<file path="src/rtl/lfetch_pkg.sv">
package lfetch_pkg;
    typedef enum logic [1:0] {ST_IDLE, ST_RUN, ST_PHI, ST_WAIT} fstate_e;
    typedef enum logic [1:0] {RD_NONE, RD_CHAR, RD_PLO, RD_PHI} rdkind_e;
    localparam int          BYTE_W      = 8;
    localparam int          CATTR_W     = 4;
    localparam int          LATTR_W     = 3;
    localparam logic [7:0]  TERM_CODE   = 8'hFF;
    localparam logic [1:0]  SIZE_NORMAL = 2'b11;
endpackage

</file>
<file path="src/rtl/fetch_attr_unpack.sv">
module fetch_attr_unpack
    import lfetch_pkg::*;
(
    input  logic [BYTE_W-1:0]  code,
    input  logic [CATTR_W-1:0] attr_lo,
    output logic               is_term,
    output logic [CATTR_W-1:0] cattr
);
    // Stored attribute bits are active low; present them active high.
    always_comb begin
        is_term = (code == TERM_CODE);
        cattr   = ~attr_lo;
    end
endmodule

</file>
<file path="src/rtl/fetch_row_window.sv">
module fetch_row_window #(
    parameter int ROWS = 10
) (
    input  logic [$clog2(ROWS)-1:0] nlat,
    input  logic                    prev_s,
    input  logic                    cur_s,
    input  logic                    next_s,
    output logic [$clog2(ROWS)-1:0] cur_end,
    output logic [$clog2(ROWS)-1:0] next_start
);
    localparam int RW = $clog2(ROWS);

    logic cur_first, cur_last, next_first, n_zero;

    always_comb begin
        n_zero     = (nlat == '0);
        cur_first  = cur_s & ~prev_s;
        cur_last   = cur_s & ~next_s;
        next_first = next_s & ~cur_s;
        // A region's last line is cut short, unless it is also the first line.
        if (cur_last && !cur_first && !n_zero)
            cur_end = nlat - RW'(1);
        else
            cur_end = RW'(ROWS - 1);
        // A region's first line begins part way down.
        if (next_first && !n_zero)
            next_start = nlat;
        else
            next_start = '0;
    end
endmodule

</file>
<file path="src/rtl/linked_line_fetch.sv">
module linked_line_fetch
    import lfetch_pkg::*;
#(
    parameter int ADDR_W = 12,
    parameter int ROWS   = 10
) (
    input  logic                    clk,
    input  logic                    rst_n,
    input  logic                    frame_start,
    input  logic [$clog2(ROWS)-1:0] scroll_in,
    output logic                    mem_rd,
    output logic [ADDR_W-1:0]       mem_addr,
    input  logic [7:0]              char_data,
    input  logic [7:0]              attr_data,
    output logic                    out_valid,
    output logic [7:0]              out_code,
    output logic [3:0]              out_cattr,
    output logic                    out_scroll,
    output logic [1:0]              out_size,
    output logic [$clog2(ROWS)-1:0] out_row
);
    localparam int RW    = $clog2(ROWS);
    localparam int PTR_W = 2 * BYTE_W;

    typedef struct packed {
        fstate_e             st;
        rdkind_e             kind;
        logic [ADDR_W-1:0]   addr;
        logic [ADDR_W-1:0]   base;
        logic [RW-1:0]       row;
        logic [RW-1:0]       nlat;
        logic                cur_scroll;
        logic                prev_scroll;
        logic [1:0]          cur_size;
        logic [BYTE_W-1:0]   plo;
        logic [LATTR_W-1:0]  plo_lat;
        logic                ovalid;
        logic [BYTE_W-1:0]   ocode;
        logic [CATTR_W-1:0]  ocattr;
        logic                oscroll;
        logic [1:0]          osize;
        logic [RW-1:0]       orow;
    } fetch_state_t;

    fetch_state_t q, d;

    logic               is_term;
    logic [CATTR_W-1:0] cattr;
    logic [RW-1:0]      cur_end, next_start;
    logic [RW-1:0]      nlat_in;
    logic [PTR_W-1:0]   ptr_full;
    logic               rd_c;

    fetch_attr_unpack u_unpack (
        .code    (char_data),
        .attr_lo (attr_data[CATTR_W-1:0]),
        .is_term (is_term),
        .cattr   (cattr)
    );

    fetch_row_window #(.ROWS(ROWS)) u_rows (
        .nlat       (q.nlat),
        .prev_s     (q.prev_scroll),
        .cur_s      (q.cur_scroll),
        .next_s     (q.plo_lat[0]),
        .cur_end    (cur_end),
        .next_start (next_start)
    );

    always_comb begin
        d        = q;
        d.ovalid = 1'b0;
        d.kind   = RD_NONE;
        rd_c     = 1'b0;
        ptr_full = {char_data, q.plo};
        nlat_in  = (int'(scroll_in) < ROWS) ? scroll_in : '0;

        case (q.st)
            ST_RUN: begin
                rd_c   = 1'b1;
                d.addr = q.addr + ADDR_W'(1);
                d.kind = RD_CHAR;
                if (q.kind == RD_CHAR) begin
                    if (is_term) begin
                        // The read going out now is the pointer low byte.
                        d.kind = RD_PLO;
                        d.st   = ST_PHI;
                    end else begin
                        d.ovalid  = 1'b1;
                        d.ocode   = char_data;
                        d.ocattr  = cattr;
                        d.oscroll = q.cur_scroll;
                        d.osize   = q.cur_size;
                        d.orow    = q.row;
                    end
                end
            end
            ST_PHI: begin
                rd_c   = 1'b1;
                d.kind = RD_PHI;
                if (q.kind == RD_PLO) begin
                    d.plo     = char_data;
                    d.plo_lat = attr_data[LATTR_W-1:0];
                end
                d.st = ST_WAIT;
            end
            ST_WAIT: begin
                if (q.kind == RD_PHI) begin
                    if (q.row != cur_end) begin
                        d.row  = q.row + RW'(1);
                        d.addr = q.base;
                    end else begin
                        d.base        = ptr_full[ADDR_W-1:0];
                        d.addr        = ptr_full[ADDR_W-1:0];
                        d.prev_scroll = q.cur_scroll;
                        d.cur_scroll  = q.plo_lat[0];
                        d.cur_size    = q.plo_lat[2:1];
                        d.row         = next_start;
                    end
                    d.st = ST_RUN;
                end
            end
            default: ;
        endcase

        if (frame_start) begin
            d.st          = ST_RUN;
            d.kind        = RD_NONE;
            d.addr        = '0;
            d.base        = '0;
            d.row         = '0;
            d.nlat        = nlat_in;
            d.cur_scroll  = 1'b0;
            d.prev_scroll = 1'b0;
            d.cur_size    = SIZE_NORMAL;
            d.ovalid      = 1'b0;
        end
    end

    always_ff @(posedge clk or negedge rst_n) begin
        if (!rst_n) q <= '0;
        else        q <= d;
    end

    assign mem_rd     = rd_c;
    assign mem_addr   = q.addr;
    assign out_valid  = q.ovalid;
    assign out_code   = q.ocode;
    assign out_cattr  = q.ocattr;
    assign out_scroll = q.oscroll;
    assign out_size   = q.osize;
    assign out_row    = q.orow;
endmodule

</file>
<file path="config.mk">
export PLATFORM = sky130hd
export DESIGN_NAME = linked_line_fetch
export DESIGN_NICKNAME = d
export VERILOG_FILES = /design/src/rtl/lfetch_pkg.sv /design/src/rtl/fetch_attr_unpack.sv /design/src/rtl/fetch_row_window.sv /design/src/rtl/linked_line_fetch.sv
export SDC_FILE = /design/constraint.sdc
export NUM_CORES = 1
export LEC_CHECK = 0
export BUFFER_PORTS_ARGS = -buffer_cell sky130_fd_sc_hd__clkbuf_2
export CAP_MARGIN = 20
export CORE_AREA = 2 2 85 87
export CTS_BUF_LIST = sky130_fd_sc_hd__clkbuf_4 sky130_fd_sc_hd__clkbuf_8
export CTS_CLUSTER_SIZE = 20
export DETAILED_ROUTE_END_ITERATION = 6
export DIE_AREA = 0 0 87 89
export GPL_TIMING_DRIVEN = 0
export HOLD_SLACK_MARGIN = 0.1
export PLACE_DENSITY = 0.86
export SKIP_LAST_GASP = 1
export SYNTH_ARGS = -nofsm -noshare
export SYNTH_HDL_FRONTEND = slang
export SYNTH_SLANG_ARGS = --single-unit
export TNS_END_PERCENT = 1
</file>
<file path="constraint.sdc">
create_clock -name clk -period 3.6 [get_ports clk]
set_input_delay 0.18 -clock clk [delete_from_list [all_inputs] [get_ports clk]]
set_output_delay 0.18 -clock clk [all_outputs]
set_load 0.05 [all_outputs]
</file>
# ---- Word-level counts from Yosys, hierarchy flattened
# Index checks and enable logic that the tools add are counted.
dict set report word_totals {
  reg_bits 71
  latchBits 0
  ram_bits 0
  rom_bits 0
  in_bits 23
  output_inout_bits 33
  word_cells 80
  memories 0
}
dict set report classes {
  addsub 3
  n_mul 0
  div 0
  order_cmp 1
  eq_ne 12
  n_shift 0
  mux 22
  bitwise 8
  n_reduce_logical 17
}
# cell count
set ops {}
lappend ops {{20-bit 2-to-1 mux} 3}
lappend ops {{40-bit 2-to-1 mux} 1}
lappend ops {{4-bit 2-to-1 mux} 9}
lappend ops {{28-bit 2-to-1 mux} 1}
lappend ops {{12-bit one-hot mux with 2 select lines} 1}
lappend ops {{16-bit 2-to-1 mux} 1}
lappend ops {{12-bit by 1-bit adder with 12-bit output (second input constant)} 1}
lappend ops {{12-bit 2-to-1 mux} 1}
lappend ops {{3-bit inequality test (second input constant)} 3}
lappend ops {{2-bit equality test (second input constant)} 4}
lappend ops {{8-bit equality test (second input constant)} 1}
lappend ops {{2-bit one-hot mux with 3 select lines} 1}
lappend ops {{2-bit AND reduction} 3}
lappend ops {{3-bit AND reduction} 2}
lappend ops {{4-bit by 1-bit adder with 4-bit output (second input constant)} 1}
lappend ops {{2-bit by 1-bit equality test with 1-bit output (second input constant)} 2}
lappend ops {{4-bit zero test} 1}
lappend ops {{4-bit < comparator (second input constant)} 1}
lappend ops {{4-bit inequality test} 1}
lappend ops {{1-bit NOT} 4}
lappend ops {{4-bit NOT} 1}
lappend ops {{2-bit one-hot mux with 2 select lines} 1}
lappend ops {{4-bit AND reduction} 1}
lappend ops {{2-bit nonzero test} 2}
lappend ops {{10 further kinds} 16}

# ---- Logic depth before layout (Yosys ltp)
# Gate-level depths: netlist (run 1).
dict set report depth {
  depth_word 11
  mapped_depth 10
  ltp_nobuf 8
}

# ---- Hierarchy
# Synthesis (run 1) repeated with hierarchy kept, for this count alone.
dict set report hier_totals {
  hier_cells 374
  hier_area_um2 3741.1
}
# mod n_inst cells_each area_per_inst_um2 seq_area_each_um2
set modules_own_cells {}
lappend modules_own_cells {linked_line_fetch 1 348 3590.9 1776.7}
lappend modules_own_cells {fetch_row_window 1 19 118.9 0.0}
lappend modules_own_cells {fetch_attr_unpack 1 7 31.3 0.0}

# ---- Worst setup path before layout (run 1)
# No wires, ideal clock.
dict set report synth_timing {
  kind {register -> register}
  startpoint {reg q[35] (netlist bit)}
  endpoint {reg q[34] (netlist bit)}
  setup_time_ns 0.132
  t_arrival_ns 2.385
  required_time_ns 3.468
  setup_slack_ns 1.084
  stages_incl_launch_ff 11
  path_buffers 2
  period_less_slack_ns 2.516
  cell_sequence {dfrtp_1 inv_1 ha_1 nor3b_2 or4b_4 o311ai_4 o211ai_2 buf_6 buf_6 mux2i_1 nor2_1}
}
dict set report synth_via {
  elab_chain_len 7
  word_cells_on_any_way 8
  classes_between {add/sub (1); eq/ne (2); mux (1); reduce/logical (4)}
}
# element line
set synth_rtl {}
lappend synth_rtl {{start, declared} linked_line_fetch.sv:45} ;# fetch_state_t q, d;
lappend synth_rtl {{start signal, assigned} linked_line_fetch.sv:141} ;# if (!rst_n) q <= '0;
lappend synth_rtl {{start signal, assigned} linked_line_fetch.sv:142} ;# else q <= d;
lappend synth_rtl {{branches (longest 3 deep; another with 4-bit by 1-bit subtractor with 4-bit output)} --}
lappend synth_rtl {{4-bit 2-to-1 mux (*)} fetch_row_window.sv:21} ;# if (cur_last && !cur_first && !n_zero)
lappend synth_rtl {{4-bit inequality test (*)} linked_line_fetch.sv:109} ;# if (q.row != cur_end) begin
lappend synth_rtl {{2-bit inequality test (no source line) (*)} --}
lappend synth_rtl {{3-bit AND reduction (no source line) (*)} --}
# Mark *: on every way between the ends.
# A chain may end at the register's enable or synchronous reset.

# ---- Worst setup path after layout (run 1)
dict set report layout_timing {
  startpoint {reg q[35] (netlist bit)}
  endpoint {reg q, in the netlist mem_addr[9]}
}
dict set report layout_via {
  elab_chain_len 9
  word_cells_on_any_way 10
  classes_between {add/sub (1); eq/ne (1); mux (5); reduce/logical (3)}
}
# element line
set layout_rtl {}
lappend layout_rtl {{branches (longest 3 deep; another with 4-bit by 1-bit subtractor with 4-bit output)} --}
lappend layout_rtl {{4-bit 2-to-1 mux (*)} fetch_row_window.sv:21}
lappend layout_rtl {{4-bit inequality test (*)} linked_line_fetch.sv:109}
lappend layout_rtl {{12-bit 2-to-1 mux (*)} linked_line_fetch.sv:109}
lappend layout_rtl {{28-bit 2-to-1 mux (*)} linked_line_fetch.sv:108} ;# if (q.kind == RD_PHI) begin
lappend layout_rtl {{12-bit one-hot mux with 2 select lines (*)} linked_line_fetch.sv:78} ;# case (q.st)
lappend layout_rtl {{40-bit 2-to-1 mux (*)} linked_line_fetch.sv:126} ;# if (frame_start) begin
# Mark *: on every way between the ends. The select of a mux whose other input is x is not followed.

==> results of run 1 <==
==> stage by stage <==
| step | hold slack, ps | cell area, sq um | setup slack [ps] | util, % |
|---|---|---|---|---|
| 2_1_floorplan | -116 | 3880 | 1080 | - |
| 3_5_place_dp | 97.9 | 4260 | 722 | 63.4 |
| 3_3_place_gp | 380 | 4230 | 772 | 63.0 |
| 4_1_cts | 137 | 4600 | 687 | 68.5 |
| 6_report | 138 | 4600 | 635 | 68.5 |
| 5_1_grt | 170 | 4600 | 557 | 68.5 |
==> cell families after synthesis <==
| kind of cell | count (synthesis) |
|---|---|
| flops | 71 |
| mux | 49 |
| compound gates | 73 |
| buf+inv | 58 |
| fa+ha+maj | 6 |
| simple gates | 120 |
| xor+xnor | 5 |
==> repair_timing <==
| item | 4_1_cts | 5_1_grt |
|---|---|---|
| endpoints found under the hold margin | 87 | 0 |
| endpoints found under the setup margin | 0 | 0 |
| hold buffers | 13 | 0 |
==> state kept, by name, summed over array words and instances, names as in the netlist <==
name / count
out_scroll: 1
q: 31
out_size: 2
out_code: 8
ptr_full: 8
mem_addr: 12
out_cattr: 4
out_row: 4
out_valid: 1
==> worst paths after layout <==
kind,from,endpoint,depth (start not counted)
max in group asynchronous,rst_n,q[36],3
worst min register to register,out_cattr[1],out_cattr[1],2
worst min-delay path,scroll_in[3],q[36],4
worst max register to register,q[35],mem_addr[9],9
min in group asynchronous,rst_n,out_code[4],2
worst max-delay path,q[35],mem_addr[9],9
==> layer usage <==
metal / GRT usage, % / routed length [um] / vias to the layer above
li1: - / - / 1493
met1: 31.8 / 3970 / 1533
met2: 43.1 / 4630 / 98
met3: 4.80 / 439 / 17
met4: 9.09 / 167 / 0
met5: 0 / 0 / -
==> Yosys cell counts (all sizes together) <==
cell type,number
a211oi,2
a21o,1
a21oi,18
a22o,1
a2bb2oi,4
a311o,1
a311oi,1
a31oi,7
a32oi,1
and2,1
and3,2
and4,2
buf,36
clkbuf,10
clkinv,1
dfrtp,71
ha,6
inv,11
mux2,25
mux2i,24
nand2,26
nand2b,2
nand3,13
nand3b,2
nand4,6
nor2,33
nor2b,6
nor3,14
nor3b,5
nor4,3
nor4bb,1
o2111ai,1
o211ai,4
o21a,1
o21ai,22
o21bai,1
o221ai,2
o22ai,2
o311ai,1
o31a,1
o32ai,2
or2,3
or4b,1
xnor2,3
xor2,2
==> final cells by class <==
| class | count | area (sq um) | area share [%] |
|---|---|---|---|
| sequential | 71 | 1780 | 38.6 |
| multi-input combinational | 253 | 1750 | 37.9 |
| timing repair buffer | 65 | 415 | 9.03 |
| buffer | 46 | 309 | 6.72 |
| clock buffer | 11 | 151 | 3.29 |
| tap | 80 | 100 | 2.18 |
| clock inverter | 5 | 56.3 | 1.22 |
| inverter | 12 | 45.0 | 0.979 |
==> power by group through the flow <==
stage / sequential (mW) / combinational [mW] / clock, mW
final: 0.922 / 0.586 / 0.674
after global routing: 0.931 / 0.624 / 0.706
after CTS: 0.920 / 0.590 / 0.675
after detailed placement: 0.935 / 0.574 / 0
after global placement: 0.930 / 0.559 / 0
after floorplan: 0.924 / 0.447 / 0
==> critical path: stages (launching register included) <==
cell and delay [ps]:
dfrtp_1 480, inv_1 110, ha_1 270, nor3b_2 210
or4b_4 560, o311ai_4 390, o21ai_4 170, buf_2 270
mux2i_1 280, a21oi_1 110
==> results.md, run 1 <==
- Crit path max fanout: 10
- Post-CTS sizing: 0
- Register area share after synthesis: 45.8%
- Max Clock Skew: 4.24 ps
- Layout area overhead: 18.7%
- Net Sw Power: 0.750 mW
- Largest net degree at the start of global routing: 56
- Status: finished, final reports clean
- Commonest non-fill, non-tap cells in the layout: dfrtp_1, clkbuf_2, nor2_1, buf_4, nand2_1
- Maximum clock insertion buffer count: 2
- Via count: 3141
- Largest family of logic cells by synthesized area: simple AND/OR/NAND/NOR gates
- Port Buffer Count: 51
- Slew Limit Fails: 0
- Multiplexer area fraction after synthesis: 13.5%
- Clock latency on the worst-skew pair: 360 ps
- WL final: 9210 um
- CTS clock-pin slew for the worst setup and hold paths: 80 ps
- Post-Syn Nets: 411
- Root buffer selected by CTS: clkbuf_8
- TritonCTS clock tree: done
- Sw Ratio: 34.4%
- WL/cell: 17.0 um
- Die width: 87 um
- Total CTS buffers: 9
- Power Dens Cells: 474 nW/um^2
- Post-synthesis cell type count: 56
- Area leader, netlist: dfrtp_1
- Maximum VDD drop: 0.379 mV
- Reg power frac: 42.2%
- Reg2reg setup slack: 640 ps
- Final period util: 82.4%
- Fmax: 337 MHz
- DR DRC count: 0
- CP Capture Type: flop
- Total power: 2.18 mW
- Post-synthesis area per instance: 10.1 sq um
- Pre-Repair DR Iteration Count: 5
- Hold Vio Cnt, Final: 0
- Critical path class: flop to flop
- WP data required: 3830 ps
- Minimum clock period: 2960 ps
- Final Setup Violations: 0
- Share of layout cells above drive strength 1: 29.4%
- Placed Cells incl. Taps: 514
- GP Congestion: 0.925
- Synth top area cells: dfrtp_1, mux2_2, mux2i_1
- Initial antenna violation count: 0
- Initial DRC count: 285
- Cell Int Power: 1.43 mW
- Startpoint types: flop
- XOR/XNOR share of the synthesized area: 1.13%
- RSZ-0062 raised after global routing: no
- Max cap viols: 0
- Final ANT Viol Nets: 0
- Hold Crit Class: input port to flop
- Vias per cell: 5.78
- Top cell type's share of synthesized area: 45.8%
- Ys Warns: 0
- Post-Layout Cell Count: 543
- I/O pin cnt: 56
- Layout Nets: 487
- Seq cells post-synth: 71
- Cell Rows: 30
- Mapped Area: 3880 sq um
- Vias in the first global route: 3062
- Grt total ovfl: 0
- Slew of the pin with the lowest slew margin: 703 ps
- Clock tree sinks: 71
- Core ar.: 6720 sq um
- Chip height: 89 um
- Fill cell count: 509
- Synth Area in Simple Gates: 15.7%
- Antenna cell count: 0
- Most common cell after layout, fill and taps aside: dfrtp_1
- Post-CTS setup buffer count: 0
- Clk network pwr share: 30.9%
- Leakage: 2.21 nW
- Initial Utilization: 57.7%
- Slew headroom: 53.1%
- Final TNS setup: 0 ps
- Post-synthesis compound-gate area fraction: 12.8%
- First-pass GRT wire length: 14900 um
- DP HPWL: 6280 um
- Die area: 7740 sq um
- Logic pwr share: 26.9%
- Cells after Synth: 382
- # H-tree levels: 3
- Adder-cell share of the synthesized area: 1.94%
- Total track usage: 25.1%
- CP arrival: 3190 ps
Power figures use the tool's default switching activity.
==> run 2: changes to the inputs <==
--- a/config.mk
+++ b/config.mk
@@ -7,14 +7,14 @@
 export LEC_CHECK = 0
 export BUFFER_PORTS_ARGS = -buffer_cell sky130_fd_sc_hd__clkbuf_2
 export CAP_MARGIN = 20
-export CORE_AREA = 2 2 85 87
+export CORE_AREA = 2 2 88 90
 export CTS_BUF_LIST = sky130_fd_sc_hd__clkbuf_4 sky130_fd_sc_hd__clkbuf_8
 export CTS_CLUSTER_SIZE = 20
 export DETAILED_ROUTE_END_ITERATION = 6
-export DIE_AREA = 0 0 87 89
+export DIE_AREA = 0 0 90 92
 export GPL_TIMING_DRIVEN = 0
 export HOLD_SLACK_MARGIN = 0.1
-export PLACE_DENSITY = 0.86
+export PLACE_DENSITY = 0.85
 export SKIP_LAST_GASP = 1
 export SYNTH_ARGS = -nofsm -noshare
 export SYNTH_HDL_FRONTEND = slang
==> constraint.sdc (replaced) <==
create_clock -name clk -period 2.4 [get_ports clk]
set_input_delay 0.12 -clock clk [delete_from_list [all_inputs] [get_ports clk]]
set_output_delay 0.12 -clock clk [all_outputs]
set_load 0.05 [all_outputs]
==> results.md, run 2 (synthesized netlist as in run 1, its figures left out) <==
- Status: complete, but fails checks
- Failing checks: setup timing
- CP Cell Sequence: inv_2 > ha_4 > xor2_1 > or4b_4 > o311ai_4 > o21ai_4 > buf_6 > mux2i_1 > o21ai_1
- # H-tree levels: 3 (unchanged)
- Worst reg2reg path startpoint: q[36]
- Initial antenna violation count: 0 (unchanged)
- Max reg flops: 31 (unchanged)
- Antenna cell count: 0 (unchanged)
- Worst setup endpoint: mem_addr[6]
- Crit path max fanout: 10 (unchanged)
- Vias in the first global route: 3303 (+7.9%)
- Layout Nets: 495 (+1.6%)
- RSZ-0062 raised after global routing: yes
- Via count: 3224 (+2.6%)
- Port Buffer Count: 51 (unchanged)
- Worst path bufs/invs: 2 (unchanged)
- Max Clock Skew: 4.31 ps (+0.0758 ps)
- Layout area overhead: 21.9%
- Slew headroom: 59.9% (+6.7 points)
- Worst stage delay on the critical path: 530 ps (-30 ps)
- Clock tree sinks: 71 (unchanged)
- Grt total ovfl: 0 (unchanged)
- Largest net degree at the start of global routing: 41 (-27%)
- I/O pin cnt: 56 (unchanged)
- Cell Int Power: 2.13 mW (+49%)
- Net Sw Power: 1.13 mW (+51%)
- WL final: 9310 um (+1.1%)
- Initial DRC count: 258 (-9.5%)
- First-pass GRT wire length: 15700 um (+5.4%)
- Logic pwr share: 27.8% (+0.9 points)
- CTS clock-pin slew for the worst setup and hold paths: 80 ps (about the same)
- Die area: 8280 sq um (+6.9%)
- Pre-Repair DR Iteration Count: 5 (unchanged)
- Total track usage: 24.0% (-1.1 points)
- Power Dens Cells: 691 nW/um^2 (+46%)
- Core ar.: 7450 sq um (+11%)
- Placed Area: 4300 sq um (+1.0%)
- Hold Crit Class: input port to flop
- Clk network pwr share: 30.0% (-0.9 points)
- DR DRC count: 0 (unchanged)
- Initial Utilization: 52.0% (-5.6 points)
- Chip height: 92 um (+3.4%)
- CP Depth: 9 (unchanged)
- Fmax: 403 MHz (+19%)
- Final period util: 103% (+21 points)
- Root buffer selected by CTS: clkbuf_8
- Final instance area: 4730 sq um (+2.8%)
- Maximum clock insertion buffer count: 2 (unchanged)
- CP arrival: 2720 ps (-470 ps)
- Slew of the pin with the lowest slew margin: 602 ps (-101 ps)
- Total power: 3.26 mW (+50%)
- Critical R2R Capture: mem_addr[6]
- Leakage: 2.24 nW (+1.4%)
- Share of layout cells above drive strength 1: 31.9% (+2.5 points)
- Path depth of the worst reg2reg path: 9 (unchanged)
- Reg2reg setup slack: -80 ps (-720 ps)
- Critical path class: flop to flop
- WP data required: 2640 ps (-1190 ps)
- CP delay by family, top: compound AO/OA/AOI/OAI gates
- Final Setup Violations: 16 (+16)
- Cell Rows: 32 (+6.7%)
- Sw Ratio: 34.7% (+0.35 points)
- DP Worst Slack: -376 ps (-1100 ps)
- Commonest non-fill, non-tap cells in the layout: dfrtp_1, clkbuf_2, buf_4, nor2_1, nand2_1
- Placed Cells incl. Taps: 536 (+4.3%)
- CP Capture Type: flop
- Maximum VDD drop: 0.580 mV (+53%)
- Minimum clock period: 2480 ps (-483 ps)
- GP Congestion: 0.916 (-1.0%)
- Crit path from: q[36]
- WL/cell: 16.3 um (-4.0%)
- Vias per cell: 5.64 (-2.6%)
- Final WS setup: -82.0 ps (-717 ps)
- Final ANT Viol Nets: 0 (unchanged)
- Final TNS setup: -467 ps (-467 ps)
- Total CTS buffers: 9 (unchanged)
- Clock latency on the worst-skew pair: 360 ps (about the same)
- Most common cell after layout, fill and taps aside: dfrtp_1
- Startpoint types: flop
- Reg power frac: 42.3% (about the same)
- DP HPWL: 6290 um (about the same)
- Hold Vio Cnt, Final: 0 (unchanged)
- Final cell utilization of the core: 63.5% (-5.0 points)
- Final hold slack: 111 ps (-26.9 ps)
- Die width: 90 um (+3.4%)
- Post-Layout Cell Count: 572 (+5.3%)
- Max cap viols: 0 (unchanged)
- Crit-path slowest cell: or4b_4
- TritonCTS clock tree: done
- Slew Limit Fails: 0 (unchanged)
- Register bank with the most flops: q
## run 2: cell types whose count changed in the layout (fill, tap and decap cells not counted), moves of 2 or more
| cell | before | now |
|---|---|---|
| inv_2 | 0 | 2 |
| buf_4 | 30 | 37 |
| mux2i_1 | 24 | 22 |
| mux2_1 | 2 | 0 |
| mux2_4 | 0 | 2 |
| inv_1 | 11 | 9 |
| mux2i_2 | 0 | 2 |
## run 2: how the worst min path moves through the flow
stage | slack (ps) | to | start | cells past startpoint
2_1_floorplan | -180 | mem_addr[0] | rst_n | 0
3_3_place_gp | 320 | out_cattr[3] | attr_data[3] | 2
3_5_place_dp | 120 | out_code[6] | rst_n | 1
4_1_cts | 100 | out_code[2] | char_data[2] | 3
5_1_grt | 120 | out_code[2] | char_data[2] | 3
6_report | 110 | out_code[2] | char_data[2] | 3
## run 2: power by group through the flow
stage | logic [mW] | registers (mW) | clock network, mW
2_1_floorplan | 0.678 | 1.39 | 0
3_3_place_gp | 0.844 | 1.40 | 0
3_5_place_dp | 0.867 | 1.40 | 0
4_1_cts | 0.905 | 1.38 | 0.987
5_1_grt | 0.970 | 1.39 | 1.02
6_report | 0.907 | 1.38 | 0.978
## run 2: layout make-up
cell class / count / area [sq um]
plain buffers: 46 / 319
clock buffers: 10 / 138
clock inverters: 5 / 58.8
fillers: 600 / 2720
inverters: 12 / 45.0
multi-input cells: 253 / 1790
flip-flops and latches: 71 / 1780
well taps: 102 / 128
repair buffers: 73 / 470
## run 2: worst min-delay path, stage by stage
cell and delay [ps]:
clkbuf_2 140, nor2_1 120, a21oi_1 50
## run 2: what timing repair did
item / 4_1_cts / 5_1_grt
cloned: 0 / 0
pin swaps: 5 / 0
endpoints found under the hold margin: 53 / 0
setup buffers: 7 / 0
setup endpoints to repair: 31 / 38
resized for setup: 9 / 0
hold buffers: 14 / 0
## run 2: routing by layer
| layer | up-vias | wire length [um] | global-route usage [%] |
|---|---|---|---|
| li1 | 1505 | - | - |
| met3 | 25 | 503 | 4.27 |
| met4 | 0 | 247 | 11.9 |
| met5 | - | 0 | 0 |
| met1 | 1567 | 4020 | 30.6 |
| met2 | 127 | 4530 | 39.5 |
